--- src/rtl/sbus_pkg.sv ---
package sbus_pkg;

  typedef enum logic [2:0] {
    PH_IDLE  = 3'd0,
    PH_GRANT = 3'd1,
    PH_ADDR  = 3'd2,
    PH_READ  = 3'd3,
    PH_CAPT  = 3'd4,
    PH_DONE  = 3'd5
  } phase_t;

  // Packed strobe vector {rd_n, avld_n, cs_n, grant_n} for a phase.
  function automatic logic [3:0] strobes_for(input phase_t ph);
    logic [3:0] s;
    s = 4'hF;
    if (ph != PH_IDLE)                      s[0] = 1'b0;
    if (ph != PH_IDLE && ph != PH_GRANT)    s[2:1] = 2'b00;
    if (ph == PH_READ || ph == PH_CAPT || ph == PH_DONE) s[3] = 1'b0;
    return s;
  endfunction

  // True in phases where the slave may use the address.
  function automatic logic addr_window(input phase_t ph);
    return (ph == PH_ADDR) || (ph == PH_READ) || (ph == PH_CAPT);
  endfunction

  // Successor of a busy phase.
  function automatic phase_t next_busy(input phase_t ph);
    phase_t n;
    case (ph)
      PH_GRANT: n = PH_ADDR;
      PH_ADDR:  n = PH_READ;
      PH_READ:  n = PH_CAPT;
      PH_CAPT:  n = PH_DONE;
      default:  n = PH_IDLE;
    endcase
    return n;
  endfunction

endpackage

--- src/rtl/sbus_phase_seq.sv ---
module sbus_phase_seq
  import sbus_pkg::*;
(
  input  logic   clk,
  input  logic   rst,
  input  logic   req_n,
  output phase_t phase,
  output logic   start_evt,
  output logic   latch_evt,
  output logic   cap_evt
);

  phase_t phase_q, phase_d;

  assign start_evt = (phase_q == PH_IDLE) && !req_n;
  assign latch_evt = (phase_q == PH_GRANT);
  assign cap_evt   = (phase_q == PH_CAPT);

  always_comb begin
    if (phase_q == PH_IDLE) phase_d = start_evt ? PH_GRANT : PH_IDLE;
    else                    phase_d = next_busy(phase_q);
  end

  always_ff @(posedge clk) begin
    if (rst) phase_q <= PH_IDLE;
    else     phase_q <= phase_d;
  end

  assign phase = phase_q;

endmodule

--- src/rtl/sbus_addr_hold.sv ---
module sbus_addr_hold
  import sbus_pkg::*;
#(
  parameter int ADDR_W = 8
) (
  input  logic              clk,
  input  logic              rst,
  input  logic              latch_evt,
  input  phase_t            phase,
  input  logic [ADDR_W-1:0] mst_addr,
  output logic [ADDR_W-1:0] bus_addr
);

  logic [ADDR_W-1:0] addr_q;

  always_ff @(posedge clk) begin
    if (rst)            addr_q <= '0;
    else if (latch_evt) addr_q <= mst_addr;
  end

  assign bus_addr = addr_window(phase) ? addr_q : '0;

endmodule

--- src/rtl/sbus_capture.sv ---
module sbus_capture #(
  parameter int DATA_W = 8
) (
  input  logic              clk,
  input  logic              rst,
  input  logic              cap_evt,
  input  logic [DATA_W-1:0] bus_din,
  output logic [DATA_W-1:0] rd_data
);

  always_ff @(posedge clk) begin
    if (rst)          rd_data <= '0;
    else if (cap_evt) rd_data <= bus_din;
  end

endmodule

--- src/rtl/sbus_read_ctrl.sv ---
module sbus_read_ctrl
  import sbus_pkg::*;
#(
  parameter int ADDR_W = 8,
  parameter int DATA_W = 8
) (
  input  logic              clk,
  input  logic              rst,
  input  logic              req_n,
  input  logic [ADDR_W-1:0] mst_addr,
  input  logic [DATA_W-1:0] bus_din,
  output logic              grant_n,
  output logic              cs_n,
  output logic              avld_n,
  output logic              rd_n,
  output logic [ADDR_W-1:0] bus_addr,
  output logic [DATA_W-1:0] rd_data,
  output logic              release_o,
  output logic [2:0]        phase_o
);

  phase_t     phase;
  logic       start_evt;
  logic       latch_evt;
  logic       cap_evt;
  logic [3:0] strobes;

  sbus_phase_seq u_seq (
    .clk       (clk),
    .rst       (rst),
    .req_n     (req_n),
    .phase     (phase),
    .start_evt (start_evt),
    .latch_evt (latch_evt),
    .cap_evt   (cap_evt)
  );

  sbus_addr_hold #(.ADDR_W(ADDR_W)) u_addr (
    .clk       (clk),
    .rst       (rst),
    .latch_evt (latch_evt),
    .phase     (phase),
    .mst_addr  (mst_addr),
    .bus_addr  (bus_addr)
  );

  sbus_capture #(.DATA_W(DATA_W)) u_cap (
    .clk     (clk),
    .rst     (rst),
    .cap_evt (cap_evt),
    .bus_din (bus_din),
    .rd_data (rd_data)
  );

  assign strobes   = strobes_for(phase);
  assign rd_n      = strobes[3];
  assign avld_n    = strobes[2];
  assign cs_n      = strobes[1];
  assign grant_n   = strobes[0];
  assign release_o = (phase == PH_DONE);
  assign phase_o   = phase;

endmodule

--- config.mk ---
export PLATFORM = sky130hd
export DESIGN_NAME = sbus_read_ctrl
export DESIGN_NICKNAME = d
export VERILOG_FILES = /design/src/rtl/sbus_pkg.sv /design/src/rtl/sbus_phase_seq.sv /design/src/rtl/sbus_addr_hold.sv /design/src/rtl/sbus_capture.sv /design/src/rtl/sbus_read_ctrl.sv
export SDC_FILE = /design/constraint.sdc
export NUM_CORES = 1
export LEC_CHECK = 0
export BUFFER_PORTS_ARGS = -buffer_cell sky130_fd_sc_hd__buf_2
export CORE_ASPECT_RATIO = 1.75
export CORE_MARGIN = 4
export CORE_UTILIZATION = 35
export CTS_CLUSTER_DIAMETER = 200
export DETAILED_ROUTE_END_ITERATION = 8
export PLACE_DENSITY = 0.64
export SLEW_MARGIN = 20
export SYNTH_ARGS = -nofsm -noshare
export SYNTH_HDL_FRONTEND = slang
export SYNTH_SLANG_ARGS = --single-unit
--- constraint.sdc ---
create_clock -name clk -period 1.6 [get_ports clk]
set_input_delay 0.32 -clock clk [delete_from_list [all_inputs] [get_ports clk]]
set_output_delay 0.32 -clock clk [all_outputs]
set_load 0.01 [all_outputs]
==> results.json, run 1 <==
{
  "status": "finished, violations left",
  "violations": "negative setup slack",
  "hold_depth": 2,
  "synth_top_area_share_pct": 38.0,
  "routabilityCongestion": 0.730,
  "ys_ff_latch": 19,
  "syn_inst": 100,
  "worst_slack_ns": -0.0316,
  "tightestPinTransition_ns": 0.429,
  "cts-buffers-inserted": 3,
  "reg2reg_from": "u_seq.phase[1]",
  "max_cap_violations": 0,
  "critPathKind": "flop to output pin",
  "fin_skew_ns": 0.00100,
  "core_area_mm2": 0.00272,
  "wire_per_inst_um": 12.8,
  "yosysTopAreaCell": "dfxtp_1",
  "synth-edff-count": 0,
  "drt-vias-per-instance": 4.88,
  "drtIter0Drc": 32,
  "rows": 25,
  "synth_mux_area_share_pct": 16.0,
  "die_y_um": 78.8,
  "ir_worst_vdd_v": 0.000530,
  "powerDensity_mw_per_mm2": 825,
  "layout.nets": 163,
  "hold_viol_final": 0,
  "final_layout_size_suffix_gt1_share_pct": 48.3,
  "antenna_found_initial": 0,
  "postPlaceCellArea_mm2": 0.00122,
  "fin_util_pct": 47.9,
  "slew_headroom_pct": 71.4,
  "final_max_slew_viol_count": 0,
  "insertion_delay_ns": 0.25,
  "finalNonFillerCells": 170,
  "die_area_mm2": 0.00382,
  "min_path_type": "input port to flop",
  "synth_top_family_by_area": "simple AND/OR/NAND/NOR gates",
  "die_width_um": 48.5,
  "synth.distinct_cells": 20,
  "yosysMostFrequentCell": "nand2b_1",
  "diodes": 0,
  "clk_pin_slew_worst_paths_ns": 0.07,
  "io_pins": 43,
  "routed_wirelength_um": 2170,
  "min_to": "u_seq.phase[0]",
  "crit_path_end_kind": "output pin",
  "crit_required_ns": 1.28,
  "gr-max-usage-layer": "met2",
  "firstDrtPassIters": 4,
  "cts.path.max_buffers": 2,
  "vias": 829,
  "finalCritPeriodShare_pct": 102,
  "grtUsageMet3_pct": 3.19,
  "stdcell_area_mm2": 0.00130,
  "r2r_slack_ns": 0.39,
  "synth_ff_type": "dfxtp_1",
  "drc_errors": 0,
  "fillerInstances": 276,
  "start_util_pct": 36.8,
  "ys_warn_count": 0,
  "synthesis.nets": 119,
  "dp_hpwl_um": 1660,
  "synth_area_leaders": "dfxtp_1 (38%), nand2b_1 (21%), mux2i_1 (16%)",
  "synth_fa_ha_area_share_pct": 0,
  "tritoncts": "done",
  "worst_r2r_path_depth": 4,
  "grt_max_degree": 36,
  "finalSetupViolCount": 8,
  "ys_top_cells_by_count": "nand2b_1 (33), dfxtp_1 (19), mux2i_1 (16)",
  "synth_compound_area_share_pct": 11.6,
  "fin_hold_ws_ns": 0.258,
  "rsz0062_at_grt": "true",
  "startpoint": "u_seq.phase[0]",
  "ys_async_sr_fraction_pct": 0,
  "crit_path_max_fanout": 5,
  "root_buffer": "clkbuf_8",
  "clock-sinks": 19,
  "timing.rr.end": "u_addr.addr_q[1]",
  "numPortBuffers": 42,
  "grt_pass1_wl_um": 3760,
  "met2_usage_pct": 22.5,
  "placedCellCount": 164,
  "fin_crit_ns": 1.63,
  "p_leak_uw": 0.000557,
  "worstHoldStart": "req_n",
  "drtAntennaViolNets": 0,
  "max_freq_ghz": 0.613,
  "synth_xor_area_share_pct": 0.874,
  "place_ws_ns": 0.0439,
  "ys_seq_area_share_pct": 38.0,
  "grt_overflow": 0,
  "grtUsageTotal_pct": 12.0,
  "avgSynthCellArea_um2": 10.0,
  "grt_pass1_vias": 894,
  "areaGrowthSynthToFinish_pct": 30.0,
  "cp_data_arrival_time_ns": 1.31,
  "yosys.area_share.simple_pct": 26.3,
  "hold_buffers": 0,
  "cts_max_level": 1,
  "globalRouteMet1Util_pct": 11.7,
  "crit_path_start_kind": "flop",
  "syn-cell-area_mm2": 0.00100
}
[cells in the final DEF, fill, tap and decap left out, drive strengths merged]
cell / instances
dfxtp: 19
xnor2: 1
nor3: 2
or3b: 2
clkbuf: 3
inv: 1
nand2b: 33
a2111oi: 1
a21oi: 1
and3: 1
and2: 1
nor2: 1
clkinv: 1
mux2i: 16
nand3b: 1
a21boi: 9
nor3b: 2
buf: 48
[flip-flops by register name, indices dropped and copies added (netlist names)]
name	cells
u_addr.addr_q	8
u_seq.phase	3
u_cap.rd_data	8
[kinds of logic (layout without fill, tap and decap cells)]
| family | count (synthesis) | in the layout |
|---|---|---|
| XOR/XNOR | 1 | 1 |
| multiplexers | 16 | 16 |
| AO/OA/AOI/OAI | 11 | 11 |
| flip-flops | 19 | 19 |
| AND/OR/NAND/NOR | 42 | 43 |
| buffers and inverters | 11 | 53 |
[layer usage]
layer / part of all wire, % / vias up
met5: 0 / -
met1: 36 / 384
met4: 1.4 / 0
li1: - / 415
met3: 6.0 / 4
met2: 56 / 26
[per-stage QoR]
stage	TNS, ns	power [µW]
after floorplan	0	684
after global placement	0	747
after detailed placement	0	756
after CTS	-0.277	1090
after global routing	-0.529	1150
final	-0.104	1080
[critical path, stage by stage (launching register included)]
cell and delay (ns):
dfxtp_2 0.33, or3b_4 0.45, a21boi_2 0.14, buf_2 0.14
[how the worst max path moves through the flow]
stage	endpoint	slack, ns
floorplan	bus_addr[0]	0.12
global placement	bus_addr[5]	0.06
detailed placement	bus_addr[5]	0.04
CTS	bus_addr[5]	-0.05
global route	bus_addr[6]	-0.08
finish	bus_addr[5]	-0.03
[final cells by class]
cell class	instances	area, µm²	share of cell area (%)
clock buffer	3	41.3	3.17
timing repair buffer	48	255	19.6
multi-input combinational	71	579	44.5
sequential	19	384	29.5
inverter	1	3.75	0.288
tap	27	33.8	2.59
clock inverter	1	5.00	0.384
[power breakdown]
part           internal (µW)  switching, µW  leakage, µW  total, µW
clock network            173            149    0.0000255        321
registers                502           15.3     0.000156        517
logic                    117            119     0.000376        236
total                    792            284     0.000557       1080
[repair_timing]
action	in CTS	in global routing
resized for setup	6	3
gates cloned	1	0
pin swaps	5	1
setup endpoints to repair	8	9
buffers inserted	1	0
Power figures use the tool's default switching activity.
==> inputs of run 2 (changes only) <==
==> constraint.sdc (replaced) <==
create_clock -name clk -period 1.6 [get_ports clk]
set_input_delay 0.16 -clock clk [delete_from_list [all_inputs] [get_ports clk]]
set_output_delay 0.16 -clock clk [all_outputs]
set_load 0.01 [all_outputs]
==> results.json, run 2 (synthesis gave the netlist of run 1 again) <==
{
  "status": "completed",
  "cp_data_arrival_time_ns": 1.37,
  "layout.nets": 161,
  "max_cap_violations": 0,
  "fin_crit_ns": 1.53,
  "grtUsageTotal_pct": 11.3,
  "max_freq_ghz": 0.652,
  "final_common_cell": "buf_2",
  "routabilityCongestion": 0.719,
  "worst_slack_ns": 0.0662,
  "crit_path_start_kind": "flop",
  "routed_wirelength_um": 2040,
  "hold_viol_final": 0,
  "mostFrequentLayoutCells": "buf_2 (42), nand2b_1 (32), dfxtp_1 (19)",
  "grt_max_degree": 36,
  "tightestPinTransition_ns": 0.422,
  "finalCritPeriodShare_pct": 95.9,
  "numPortBuffers": 42,
  "rows": 25,
  "io_pins": 43,
  "clock-sinks": 19,
  "areaGrowthSynthToFinish_pct": 26.7,
  "grt_pass1_wl_um": 3560,
  "cts_setup_buffers": 0,
  "ir_worst_vdd_v": 0.000408,
  "slew_headroom_pct": 71.9,
  "root_buffer": "clkbuf_8",
  "worstHoldStart": "req_n",
  "grt_overflow": 0,
  "p_leak_uw": 0.000543,
  "drc_errors": 0,
  "cts.path.max_buffers": 2,
  "cp_slowest_cell": "or3b_4",
  "vias": 789,
  "powerDensity_mw_per_mm2": 835,
  "reg2reg_from": "u_seq.phase[1]",
  "clk_pin_slew_worst_paths_ns": 0.07,
  "core_area_mm2": 0.00272,
  "fillerInstances": 265,
  "cts-buffers-inserted": 3,
  "fin_util_pct": 46.7,
  "drt-vias-per-instance": 4.70,
  "fin_skew_ns": 0.00205,
  "drtIter0Drc": 12,
  "grt_pass1_vias": 801,
  "rsz0062_at_grt": "false",
  "diodes": 0,
  "critPathKind": "flop to output pin",
  "crit_path_end_kind": "output pin",
  "final_max_slew_viol_count": 0,
  "die_width_um": 48.5,
  "antenna_found_initial": 0,
  "dp_hpwl_um": 1570,
  "critPathMaxStageDelay_ns": 0.50,
  "final_layout_size_suffix_gt1_share_pct": 44.0,
  "tritoncts": "done",
  "finalSetupViolCount": 0,
  "insertion_delay_ns": 0.25,
  "tns_ns": 0,
  "crit_chain": "or3b_4 > a21boi_2 > buf_2",
  "crit_path_max_fanout": 9,
  "place_ws_ns": 0.179,
  "startpoint": "u_seq.phase[0]",
  "start_util_pct": 36.8,
  "die_y_um": 78.8,
  "wire_per_inst_um": 12.1,
  "min_path_type": "input port to flop",
  "crit_required_ns": 1.44,
  "cts_max_level": 1,
  "drtAntennaViolNets": 0,
  "r2r_slack_ns": 0.44,
  "firstDrtPassIters": 2,
  "die_area_mm2": 0.00382
}
-- run 2: per-stage QoR --
stage / hold slack [ns] / cells / total power [µW] / area (µm²)
after detailed placement: 0.353 / 164 / 755 / 1220
after global placement: 0.372 / 164 / 747 / 1220
after floorplan: 0.257 / 100 / 684 / 1000
after CTS: 0.0924 / 168 / 1080 / 1270
after global routing: 0.0947 / 168 / 1130 / 1270
final: 0.0968 / 168 / 1060 / 1270
-- run 2: worst paths after layout --
| kind | endpoint | cells after the start |
|---|---|---|
| min reg2reg | u_addr.addr_q[4] | 2 |
| min | u_seq.phase[0] | 2 |
| max | bus_addr[4] | 3 |
| max reg2reg | u_seq.phase[0] | 3 |
-- run 2: cell type report --
cell class | instances | area (µm²) | share of cell area, %
Sequential cell | 19 | 380 | 30.0
Multi-Input combinational cell | 70 | 559 | 44.0
Clock buffer | 4 | 45.0 | 3.55
Timing Repair Buffer | 47 | 248 | 19.5
Tap cell | 27 | 33.8 | 2.66
Inverter | 1 | 3.75 | 0.296
-- run 2: power breakdown --
part | total (µW) | internal (µW) | switching, µW | leakage, µW
clock network | 318 | 176 | 142 | 0.0000228
registers | 517 | 501 | 16.6 | 0.000154
logic | 225 | 112 | 114 | 0.000366
-- run 2: layer usage --
layer  global-route usage (%)  wire length [µm]  vias up
met5                        0                 0        -
met4                     4.85                23        0
met3                     3.38               131        2
met2                     19.5              1030       24
met1                     12.7               854      354
li1                         -                 -      409
-- run 2: timing repair --
action                     in CTS  in global routing
hold buffers                    0                  0
setup endpoints to repair       8                  0
resized for setup               2                  0
-- run 2: worst max-delay path, delay by kind of cell (launching register included) --
kind | cells | cell delay, ns
AOI/OAI and AO/OA | 1 | 0.15
buffers and inverters | 1 | 0.14
DFF | 1 | 0.34
and+or+nand+nor | 1 | 0.50
==> inputs of run 3 (changes only) <==
- CORE_MARGIN: 4 -> 3
==> results.json, run 3 (synthesis gave the netlist of run 1 again) <==
{
  "postPlaceCellArea_mm2": 0.00122,
  "p_sw_uw": 289,
  "switching_share_pct": 26.9,
  "grt_pass1_vias": 791,
  "cts_setup_buffers": 0,
  "hold_buffers": 0,
  "ir_worst_vdd_v": 0.000492,
  "max_cap_violations": 0,
  "root_buffer": "clkbuf_8",
  "fin_skew_ns": 0.00453,
  "cts_max_level": 1,
  "min_to": "u_seq.phase[0]",
  "rows": 25,
  "firstDrtPassIters": 3,
  "grtUsageTotal_pct": 12.6,
  "pwr-share-clk_pct": 30.9,
  "worst_r2r_path_depth": 4,
  "power_frac_seq_pct": 47.7,
  "layout.nets": 161,
  "hold_viol_final": 0,
  "tightestPinTransition_ns": 0.442,
  "diodes": 0,
  "drc_errors": 0,
  "crit_required_ns": 1.44,
  "min_path_type": "input port to flop",
  "timing.rr.end": "u_cap.rd_data[5]",
  "critPathBufInv": 1,
  "fin_util_pct": 46.7,
  "cp_data_arrival_time_ns": 1.37,
  "reg2reg_from": "u_seq.phase[0]",
  "stdcell_area_mm2": 0.00127,
  "crit_chain": "or3b_4 > a21boi_2 > buf_2",
  "fillerInstances": 278,
  "p_leak_uw": 0.000547,
  "finalCritPeriodShare_pct": 95.4,
  "powerDensity_mw_per_mm2": 846,
  "grt_overflow": 0,
  "tns_ns": 0,
  "drtAntennaViolNets": 0,
  "tritoncts": "done",
  "p_int_uw": 786,
  "numPortBuffers": 42,
  "die_area_mm2": 0.00357,
  "p_comb_share_pct": 21.4,
  "vias": 806,
  "io_pins": 43,
  "path_delay_family": "simple AND/OR/NAND/NOR gates",
  "core_area_mm2": 0.00272,
  "fin_crit_ns": 1.53,
  "final_layout_size_suffix_gt1_share_pct": 44.7,
  "mostFrequentLayoutCells": "buf_2 (42), nand2b_1 (32), dfxtp_1 (19)",
  "clock-sinks": 19,
  "routed_wirelength_um": 2100,
  "insertion_delay_ns": 0.25,
  "clk_pin_slew_worst_paths_ns": 0.07,
  "cts_resized": 2,
  "die_y_um": 76.8,
  "start_util_pct": 36.8,
  "slew_headroom_pct": 70.5,
  "critPathMaxStageDelay_ns": 0.49,
  "final_max_slew_viol_count": 0,
  "rsz0062_at_grt": "false",
  "r2r_slack_ns": 0.43,
  "routabilityCongestion": 0.772,
  "drtIter0Drc": 12,
  "finalSetupViolCount": 0,
  "max_freq_ghz": 0.655,
  "status": "completed",
  "wire_per_inst_um": 12.5,
  "grt_pass1_wl_um": 3470,
  "critPathKind": "flop to output pin",
  "final_common_cell": "buf_2",
  "antenna_found_initial": 0,
  "drt-vias-per-instance": 4.80,
  "hold_depth": 2,
  "die_width_um": 46.5,
  "crit_path_end_kind": "output pin",
  "cts-buffers-inserted": 3,
  "worstHoldStart": "req_n",
  "crit_path_start_kind": "flop",
  "cts.path.max_buffers": 2,
  "crit_path_max_fanout": 9,
  "cp_slowest_cell": "or3b_4",
  "areaGrowthSynthToFinish_pct": 26.8,
  "grt_max_degree": 36,
  "dp_hpwl_um": 1540,
  "finalPower_uw": 1080
}
run 3: power groups by stage:
stage               combinational, µW  sequential (µW)  clock, µW
finish                            230              513        332
global route                      252              517        367
CTS                               233              513        341
detailed placement                231              524          0
global placement                  224              522          0
floorplan                         157              527          0
run 3: metrics by stage:
step / cells / hold WS [ns] / setup WS (ns)
final: 168 / 0.0751 / 0.0729
after CTS: 168 / 0.0724 / 0.0594
after global placement: 164 / 0.369 / 0.201
after floorplan: 100 / 0.257 / 0.282
after detailed placement: 164 / 0.346 / 0.187
after global routing: 168 / 0.0702 / 0.00308
run 3: how the worst max path moves through the flow:
| stage | to | slack (ns) | cells past startpoint | from |
|---|---|---|---|---|
| after detailed placement | bus_addr[6] | 0.19 | 3 | u_seq.phase[0] |
| after CTS | bus_addr[6] | 0.06 | 4 | u_seq.phase[2] |
| after global routing | bus_addr[6] | 0.003 | 4 | u_seq.phase[2] |
| after global placement | bus_addr[6] | 0.20 | 3 | u_seq.phase[0] |
| after floorplan | bus_addr[0] | 0.28 | 4 | u_seq.phase[1] |
| final | bus_addr[6] | 0.07 | 3 | u_seq.phase[0] |
run 3: layer usage:
layer | GRT usage (%) | vias to the layer above | wire length [µm]
met5 | 0 | - | 0
met4 | 5.13 | 0 | 15
met3 | 2.11 | 2 | 97
met2 | 19.9 | 22 | 1100
met1 | 16.1 | 370 | 892
li1 | - | 412 | -
run 3: final cells by class:
type | instances | area, µm² | area share, %
Inverter | 1 | 3.75 | 0.295
Timing Repair Buffer | 47 | 248 | 19.5
Multi-Input combinational cell | 70 | 559 | 44.0
Clock inverter | 1 | 5.00 | 0.394
Sequential cell | 19 | 380 | 29.9
Clock buffer | 3 | 41.3 | 3.25
Tap cell | 27 | 33.8 | 2.66
run 3: worst reg2reg max path: stages (launching register included):
cell and delay (ns):
dfxtp_1 0.32, buf_4 0.16, nor3b_1 0.19, buf_4 0.22, mux2i_1 0.20
